===== config.mk =====
export PLATFORM = sky130hd
export DESIGN_NAME = lfsr_ticker
export DESIGN_NICKNAME = d
export VERILOG_FILES = /design/src/rtl/lfsr_pkg.sv /design/src/rtl/lfsr_rst_sync.sv /design/src/rtl/lfsr_tick_div.sv /design/src/rtl/lfsr_core.sv /design/src/rtl/lfsr_seg7.sv /design/src/rtl/lfsr_ticker.sv
export SDC_FILE = /design/constraint.sdc
export NUM_CORES = 1
export LEC_CHECK = 0
export CAP_MARGIN = 0
export CELL_PAD_IN_SITES_DETAIL_PLACEMENT = 2
export CELL_PAD_IN_SITES_GLOBAL_PLACEMENT = 2
export CORE_ASPECT_RATIO = 0.9
export CORE_MARGIN = 2
export CORE_UTILIZATION = 29
export DETAILED_ROUTE_END_ITERATION = 10
export GPL_ROUTABILITY_DRIVEN = 0
export PLACE_DENSITY = 0.77
export SLEW_MARGIN = 30
export SYNTH_ARGS = -nofsm -noshare
export SYNTH_HDL_FRONTEND = slang
export SYNTH_SLANG_ARGS = --single-unit

===== constraint.sdc =====
create_clock -name clk -period 1.5 [get_ports clk]
set_input_delay 0.15 -clock clk [delete_from_list [all_inputs] [get_ports clk]]
set_output_delay 0.15 -clock clk [all_outputs]
set_load 0.005 [all_outputs]

===== src/rtl/lfsr_pkg.sv =====
package lfsr_pkg;

  typedef enum logic [1:0] {
    CMD_RUN  = 2'b00,
    CMD_TAPS = 2'b01,
    CMD_SEED = 2'b10,
    CMD_CPU  = 2'b11
  } load_cmd_e;

  // Strobes are decoded once; both together means hand-over, not load.
  function automatic load_cmd_e decode_cmd(input logic ld_taps, input logic ld_seed);
    load_cmd_e c;
    case ({ld_seed, ld_taps})
      2'b01:   c = CMD_TAPS;
      2'b10:   c = CMD_SEED;
      2'b11:   c = CMD_CPU;
      default: c = CMD_RUN;
    endcase
    return c;
  endfunction

endpackage


===== src/rtl/lfsr_rst_sync.sv =====
module lfsr_rst_sync (
  input  logic clk,
  input  logic rst_n,
  output logic rst_sync_n
);
  logic [1:0] sync_q;

  always_ff @(posedge clk or negedge rst_n) begin
    if (!rst_n) sync_q <= 2'b00;
    else        sync_q <= {sync_q[0], 1'b1};
  end

  assign rst_sync_n = sync_q[1];
endmodule


===== src/rtl/lfsr_tick_div.sv =====
module lfsr_tick_div
  import lfsr_pkg::*;
#(
  parameter int unsigned TICKS_PER_STEP = 625
) (
  input  logic      clk,
  input  logic      rst_n,
  input  load_cmd_e cmd,
  output logic      step_o
);
  localparam int unsigned CW = (TICKS_PER_STEP > 1) ? $clog2(TICKS_PER_STEP) : 1;
  localparam logic [CW-1:0] TERM = CW'(TICKS_PER_STEP - 1);

  logic [CW-1:0] cnt_q, cnt_d;
  logic          cnt_en;

  always_comb begin
    cnt_en = 1'b0;
    cnt_d  = cnt_q;
    step_o = 1'b0;
    case (cmd)
      CMD_CPU: begin
        cnt_en = 1'b1;
        cnt_d  = '0;
      end
      CMD_RUN: begin
        cnt_en = 1'b1;
        if (cnt_q == TERM) begin
          cnt_d  = '0;
          step_o = 1'b1;
        end else begin
          cnt_d = cnt_q + 1'b1;
        end
      end
      default: ;
    endcase
  end

  always_ff @(posedge clk or negedge rst_n) begin
    if (!rst_n)      cnt_q <= '0;
    else if (cnt_en) cnt_q <= cnt_d;
  end

  a_r4_hold_on_single_strobe: assert property (@(posedge clk) disable iff (!rst_n)
    (cmd == CMD_TAPS || cmd == CMD_SEED) |=> (cnt_q == $past(cnt_q)));

  a_r6_clear_on_handover: assert property (@(posedge clk) disable iff (!rst_n)
    (cmd == CMD_CPU) |=> (cnt_q == '0));

  a_r5_count_in_range: assert property (@(posedge clk) disable iff (!rst_n)
    cnt_q <= TERM);

  a_r5_step_only_when_idle: assert property (@(posedge clk) disable iff (!rst_n)
    step_o |-> (cmd == CMD_RUN));
endmodule


===== src/rtl/lfsr_core.sv =====
module lfsr_core
  import lfsr_pkg::*;
#(
  parameter int unsigned WIDTH = 5
) (
  input  logic             clk,
  input  logic             rst_n,
  input  load_cmd_e        cmd,
  input  logic [WIDTH-1:0] din,
  input  logic             step_i,
  output logic [WIDTH-1:0] state_o
);
  logic [WIDTH-1:0] state_q, state_d, taps_q, taps_d, shifted;
  logic             state_en, taps_en;

  assign shifted = (state_q >> 1) ^ ({WIDTH{state_q[0]}} & taps_q);

  always_comb begin
    taps_en  = (cmd == CMD_TAPS);
    taps_d   = din;
    state_en = 1'b0;
    state_d  = state_q;
    if (cmd == CMD_SEED) begin
      state_en = 1'b1;
      state_d  = din;
    end else if (cmd == CMD_RUN && step_i) begin
      state_en = 1'b1;
      state_d  = shifted;
    end
  end

  always_ff @(posedge clk or negedge rst_n) begin
    if (!rst_n)       taps_q <= '0;
    else if (taps_en) taps_q <= taps_d;
  end

  always_ff @(posedge clk or negedge rst_n) begin
    if (!rst_n)        state_q <= '0;
    else if (state_en) state_q <= state_d;
  end

  assign state_o = state_q;

  a_r6_regs_frozen: assert property (@(posedge clk) disable iff (!rst_n)
    (cmd == CMD_CPU) |=> (state_q == $past(state_q) && taps_q == $past(taps_q)));

  a_r3_seed_loaded: assert property (@(posedge clk) disable iff (!rst_n)
    (cmd == CMD_SEED) |=> (state_q == $past(din)));

  a_r2_taps_keep_state: assert property (@(posedge clk) disable iff (!rst_n)
    (cmd == CMD_TAPS) |=> (state_q == $past(state_q) && taps_q == $past(din)));

  a_r8_zero_sticks: assert property (@(posedge clk) disable iff (!rst_n)
    (state_q == '0 && cmd != CMD_SEED) |=> (state_q == '0));
endmodule


===== src/rtl/lfsr_seg7.sv =====
module lfsr_seg7 #(
  parameter int unsigned WIDTH = 5
) (
  input  logic [WIDTH-1:0] value,
  output logic [7:0]       seg
);
  logic [6:0] glyph;

  always_comb begin
    case (value[3:0])
      4'h0: glyph = 7'h3F;
      4'h1: glyph = 7'h06;
      4'h2: glyph = 7'h5B;
      4'h3: glyph = 7'h4F;
      4'h4: glyph = 7'h66;
      4'h5: glyph = 7'h6D;
      4'h6: glyph = 7'h7D;
      4'h7: glyph = 7'h07;
      4'h8: glyph = 7'h7F;
      4'h9: glyph = 7'h6F;
      4'hA: glyph = 7'h77;
      4'hB: glyph = 7'h7C;
      4'hC: glyph = 7'h39;
      4'hD: glyph = 7'h5E;
      4'hE: glyph = 7'h79;
      default: glyph = 7'h71;
    endcase
  end

  assign seg = {|value[WIDTH-1:4], glyph};

  // every hex digit lights at least two segments
  always_comb begin
    a_r7_never_dim: assert ($countones(glyph) >= 2);
  end
endmodule


===== src/rtl/lfsr_ticker.sv =====
module lfsr_ticker
  import lfsr_pkg::*;
#(
  parameter int unsigned WIDTH          = 5,
  parameter int unsigned TICKS_PER_STEP = 625
) (
  input  logic             clk,
  input  logic             rst_n,
  input  logic             ld_taps_i,
  input  logic             ld_seed_i,
  input  logic [WIDTH-1:0] din_i,
  output logic [WIDTH-1:0] state_o,
  output logic [7:0]       seg_o,
  output logic             cpu_mode_o
);
  logic      rst_sync_n;
  logic      step;
  load_cmd_e cmd;

  assign cmd        = decode_cmd(ld_taps_i, ld_seed_i);
  assign cpu_mode_o = (cmd == CMD_CPU);

  lfsr_rst_sync u_rst (
    .clk        (clk),
    .rst_n      (rst_n),
    .rst_sync_n (rst_sync_n)
  );

  lfsr_tick_div #(.TICKS_PER_STEP(TICKS_PER_STEP)) u_div (
    .clk    (clk),
    .rst_n  (rst_sync_n),
    .cmd    (cmd),
    .step_o (step)
  );

  lfsr_core #(.WIDTH(WIDTH)) u_core (
    .clk     (clk),
    .rst_n   (rst_sync_n),
    .cmd     (cmd),
    .din     (din_i),
    .step_i  (step),
    .state_o (state_o)
  );

  lfsr_seg7 #(.WIDTH(WIDTH)) u_seg (
    .value (state_o),
    .seg   (seg_o)
  );
endmodule


==> summary.md <==
| Metric | Value |
|---|---|
| Outcome | finished, violations left |
| Failing checks | negative setup slack |
| DIE WIDTH | 77.6 um |
| Crit Path Max Fanout | 3 |
| Drt total wl | 6080 um |
| Core Region | 4770 um^2 |
| Synth top area share | 38.9% |
| First-pass GRT wire length | 9470 um |
| Commonest non-fill, non-tap cell in the layout | buf_4 |
| Max Cap Viol | 0 |
| IO Count | 23 |
| # H-tree levels | 1 |
| Fmax | 0.533 GHz |
| WP data required | 1.35 ns |
| Fin crit share | 125% |
| Antenna violations before repair | 0 |
| Post-synth ARST share | 100% |
| Mean post-synth cell area | 9.55 um^2 |
| Final setup vio count | 20 |
| CTS tree | yes |
| #FFs+latches synth | 22 |
| Starting Density | 29.6% |
| Total number of vias | 1,375 |
| Syn Inst Count | 148 |
| Layout area overhead | 65.0% |
| Primary FF master, synth | dfrtp_1 |
| Final Core Density | 48.9% |
| Final Power | 2060 uW |
| Lkg Pwr | 0.00102 uW |
| Num CTS Buffers | 3 |
| Hold Vio Cnt, Final | 0 |
| Post-Syn Nets | 170 |
| Nets | 232 |
| Kind of critical path | reg2out |
| Dpl hpwl | 3570 um |
| Most frequent cells in the layout | buf_4 (34), dfrtp_1 (18), nand2_1 (13), clkdlybuf4s50_1 (10), buf_6 (10) |
| Post-synthesis sequential area ratio | 38.9% |
| Clk root buf | clkbuf_8 |
| Finished Cell Area | 2330 um^2 |
| Synthesized area | 1410 um^2 |
| First drt pass iteration count | 4 |
| Largest net degree at the start of global routing | 21 |
| # rows | 24 |
| Worst skew pair latency | 0.27 ns |
| Placed cell area | 1950 um^2 |
| Min cycle time layout | 1.88 ns |
| Unrepaired setup endpoints after global routing | yes |
| DRT antenna net count | 0 |
| Slew Limit Fails | 0 |
| Startpoint Class | flop |
| Hold Crit Class | in2async |
| Yosys top cell by area | dfrtp_1 |
| CP Capture Type | output port |
| Number of global-route vias before repair | 1,644 |
| Yosys Warn Count | 0 |
| I/O Buffers | 22 |
| Unique masters post-synth | 37 |
| Routed WL per cell | 22.2 um |
| EDFF count, synth | 0 |
| Total GRT Usage | 23.5% |
| Arr. time, crit path | 1.73 ns |
| Antenna cell count | 0 |
| Peak supply drop | 0.000408 V |
| Clock buffer depth | 2 |
| Clock transition at path regs | 0.09 ns |
| DRC | 0 |
| Overflow after GRT | 0 |
| Full die area | 5450 um^2 |
| Pwr/cell area | 884 nW/um^2 |
| Layout cell share with drive strength beyond 1 | 56.0% |
| DR vias/cell | 5.02 |
| Clock Sinks | 22 |
| Worst Setup Slack, final | -0.375 ns |
| Worst Skew | 0.00178 ns |
| Starting DRT DRC Count | 63 |
| Synth area leaders | dfrtp_1 (39%), ha_1 (12%), mux2_2 (4.0%) |
| Die height | 70.2 um |
[cell usage after synthesis, types with 2 or more instances]
cell type	instances
inv_1	11
xnor2_1	5
o21ai_0	6
mux2i_1	4
and4_1	2
ha_1	13
a21oi_1	5
buf_4	2
xor2_1	4
nor2b_1	3
dfrtp_1	22
nand2b_1	2
o21ai_1	5
nor3_1	4
nand2_1	15
clkbuf_1	5
mux2_2	5
nor2_1	9
a21o_1	2
and2_1	2
nand3_1	6
[logic make-up (layout without fill, tap and decap cells)]
kind of cell	Yosys count	in the layout	share of synthesized area, %
multiplexers	10	10	8.41
other	1	1	0.265
AO/OA/AOI/OAI	24	24	10.3
buffers and inverters	19	80	6.11
flip-flops	22	22	38.9
adder cells (fa/ha/maj)	13	13	11.5
XOR/XNOR	9	9	5.57
AND/OR/NAND/NOR	50	50	18.9
[final cells by class]
cell class / count / area, um^2
fillers: 473 / 2440
multi-input cells: 107 / 1030
flip-flops and latches: 22 / 556
repair buffers: 65 / 542
well taps: 65 / 81.3
inverters: 11 / 48.8
clock buffers: 3 / 41.3
clock inverters: 1 / 30.0
[final timing paths]
path,endpoint,slack [ns],cells after the start,from
worst max-delay path,seg_o[3],-0.38,6,u_core.state_o[0]
max in group asynchronous,u_core.state_o[1],1.03,1,u_rst.sync_q[1]
worst min-delay path,u_rst.sync_q[1],0.03,1,rst_n
worst min register to register,u_core.state_o[4],0.23,1,u_rst.sync_q[1]
worst max register to register,u_div.cnt_q[4],-0.11,6,u_div.cnt_q[7]
min in group clk,u_rst.sync_q[1],0.37,0,u_rst.sync_q[0]
[power breakdown]
| part | leakage [uW] | total, uW | switching, uW | internal (uW) |
|---|---|---|---|---|
| Combinational | 0.000704 | 795 | 386 | 409 |
| Sequential | 0.000278 | 690 | 49.6 | 640 |
| Clock | 0.0000357 | 578 | 220 | 357 |
[routing by layer]
| layer | vias up | part of all wire [%] | GRT usage (%) |
|---|---|---|---|
| met3 | 14 | 3.2 | 5.30 |
| met4 | 0 | 2.5 | 5.95 |
| met5 | - | 0 | 0 |
| met1 | 709 | 36 | 23.6 |
| li1 | 619 | - | - |
| met2 | 33 | 58 | 47.6 |
[registers in the layout (all words and copies together) (netlist names)]
signal          cells
u_core.state_o      5
u_core.taps_q       5
u_rst.sync_q        2
u_div.cnt_q        10
[what timing repair did]
item | in CTS | in global routing
gates resized for setup | 91 | 22
endpoints found under the setup margin | 24 | 24
hold buffers | 0 | 0
cloned | 0 | 0
hold endpoints to repair | 0 | 0
setup buffers | 8 | 3
pin swaps | 13 | 13
[worst max-delay path: stages, from the launching register on]
cell and delay (ns):
dfrtp_2 0.42, inv_4 0.07, ha_4 0.27, inv_2 0.04, mux4_2 0.48, inv_2 0.08, buf_6 0.09
[per-stage QoR]
step,TNS (ns),std cells,worst slack (ns),hold WS (ns)
2_1_floorplan,-0.0576,148,-0.0576,-0.146
3_3_place_gp,-5.29,262,-0.397,0.209
3_5_place_dp,-6.96,262,-0.476,0.222
4_1_cts,-1.62,272,-0.300,0.0235
5_1_grt,-3.75,274,-0.420,0.0209
6_report,-2.68,274,-0.375,0.0311
Note: power is estimated with default switching activity, not from simulation.
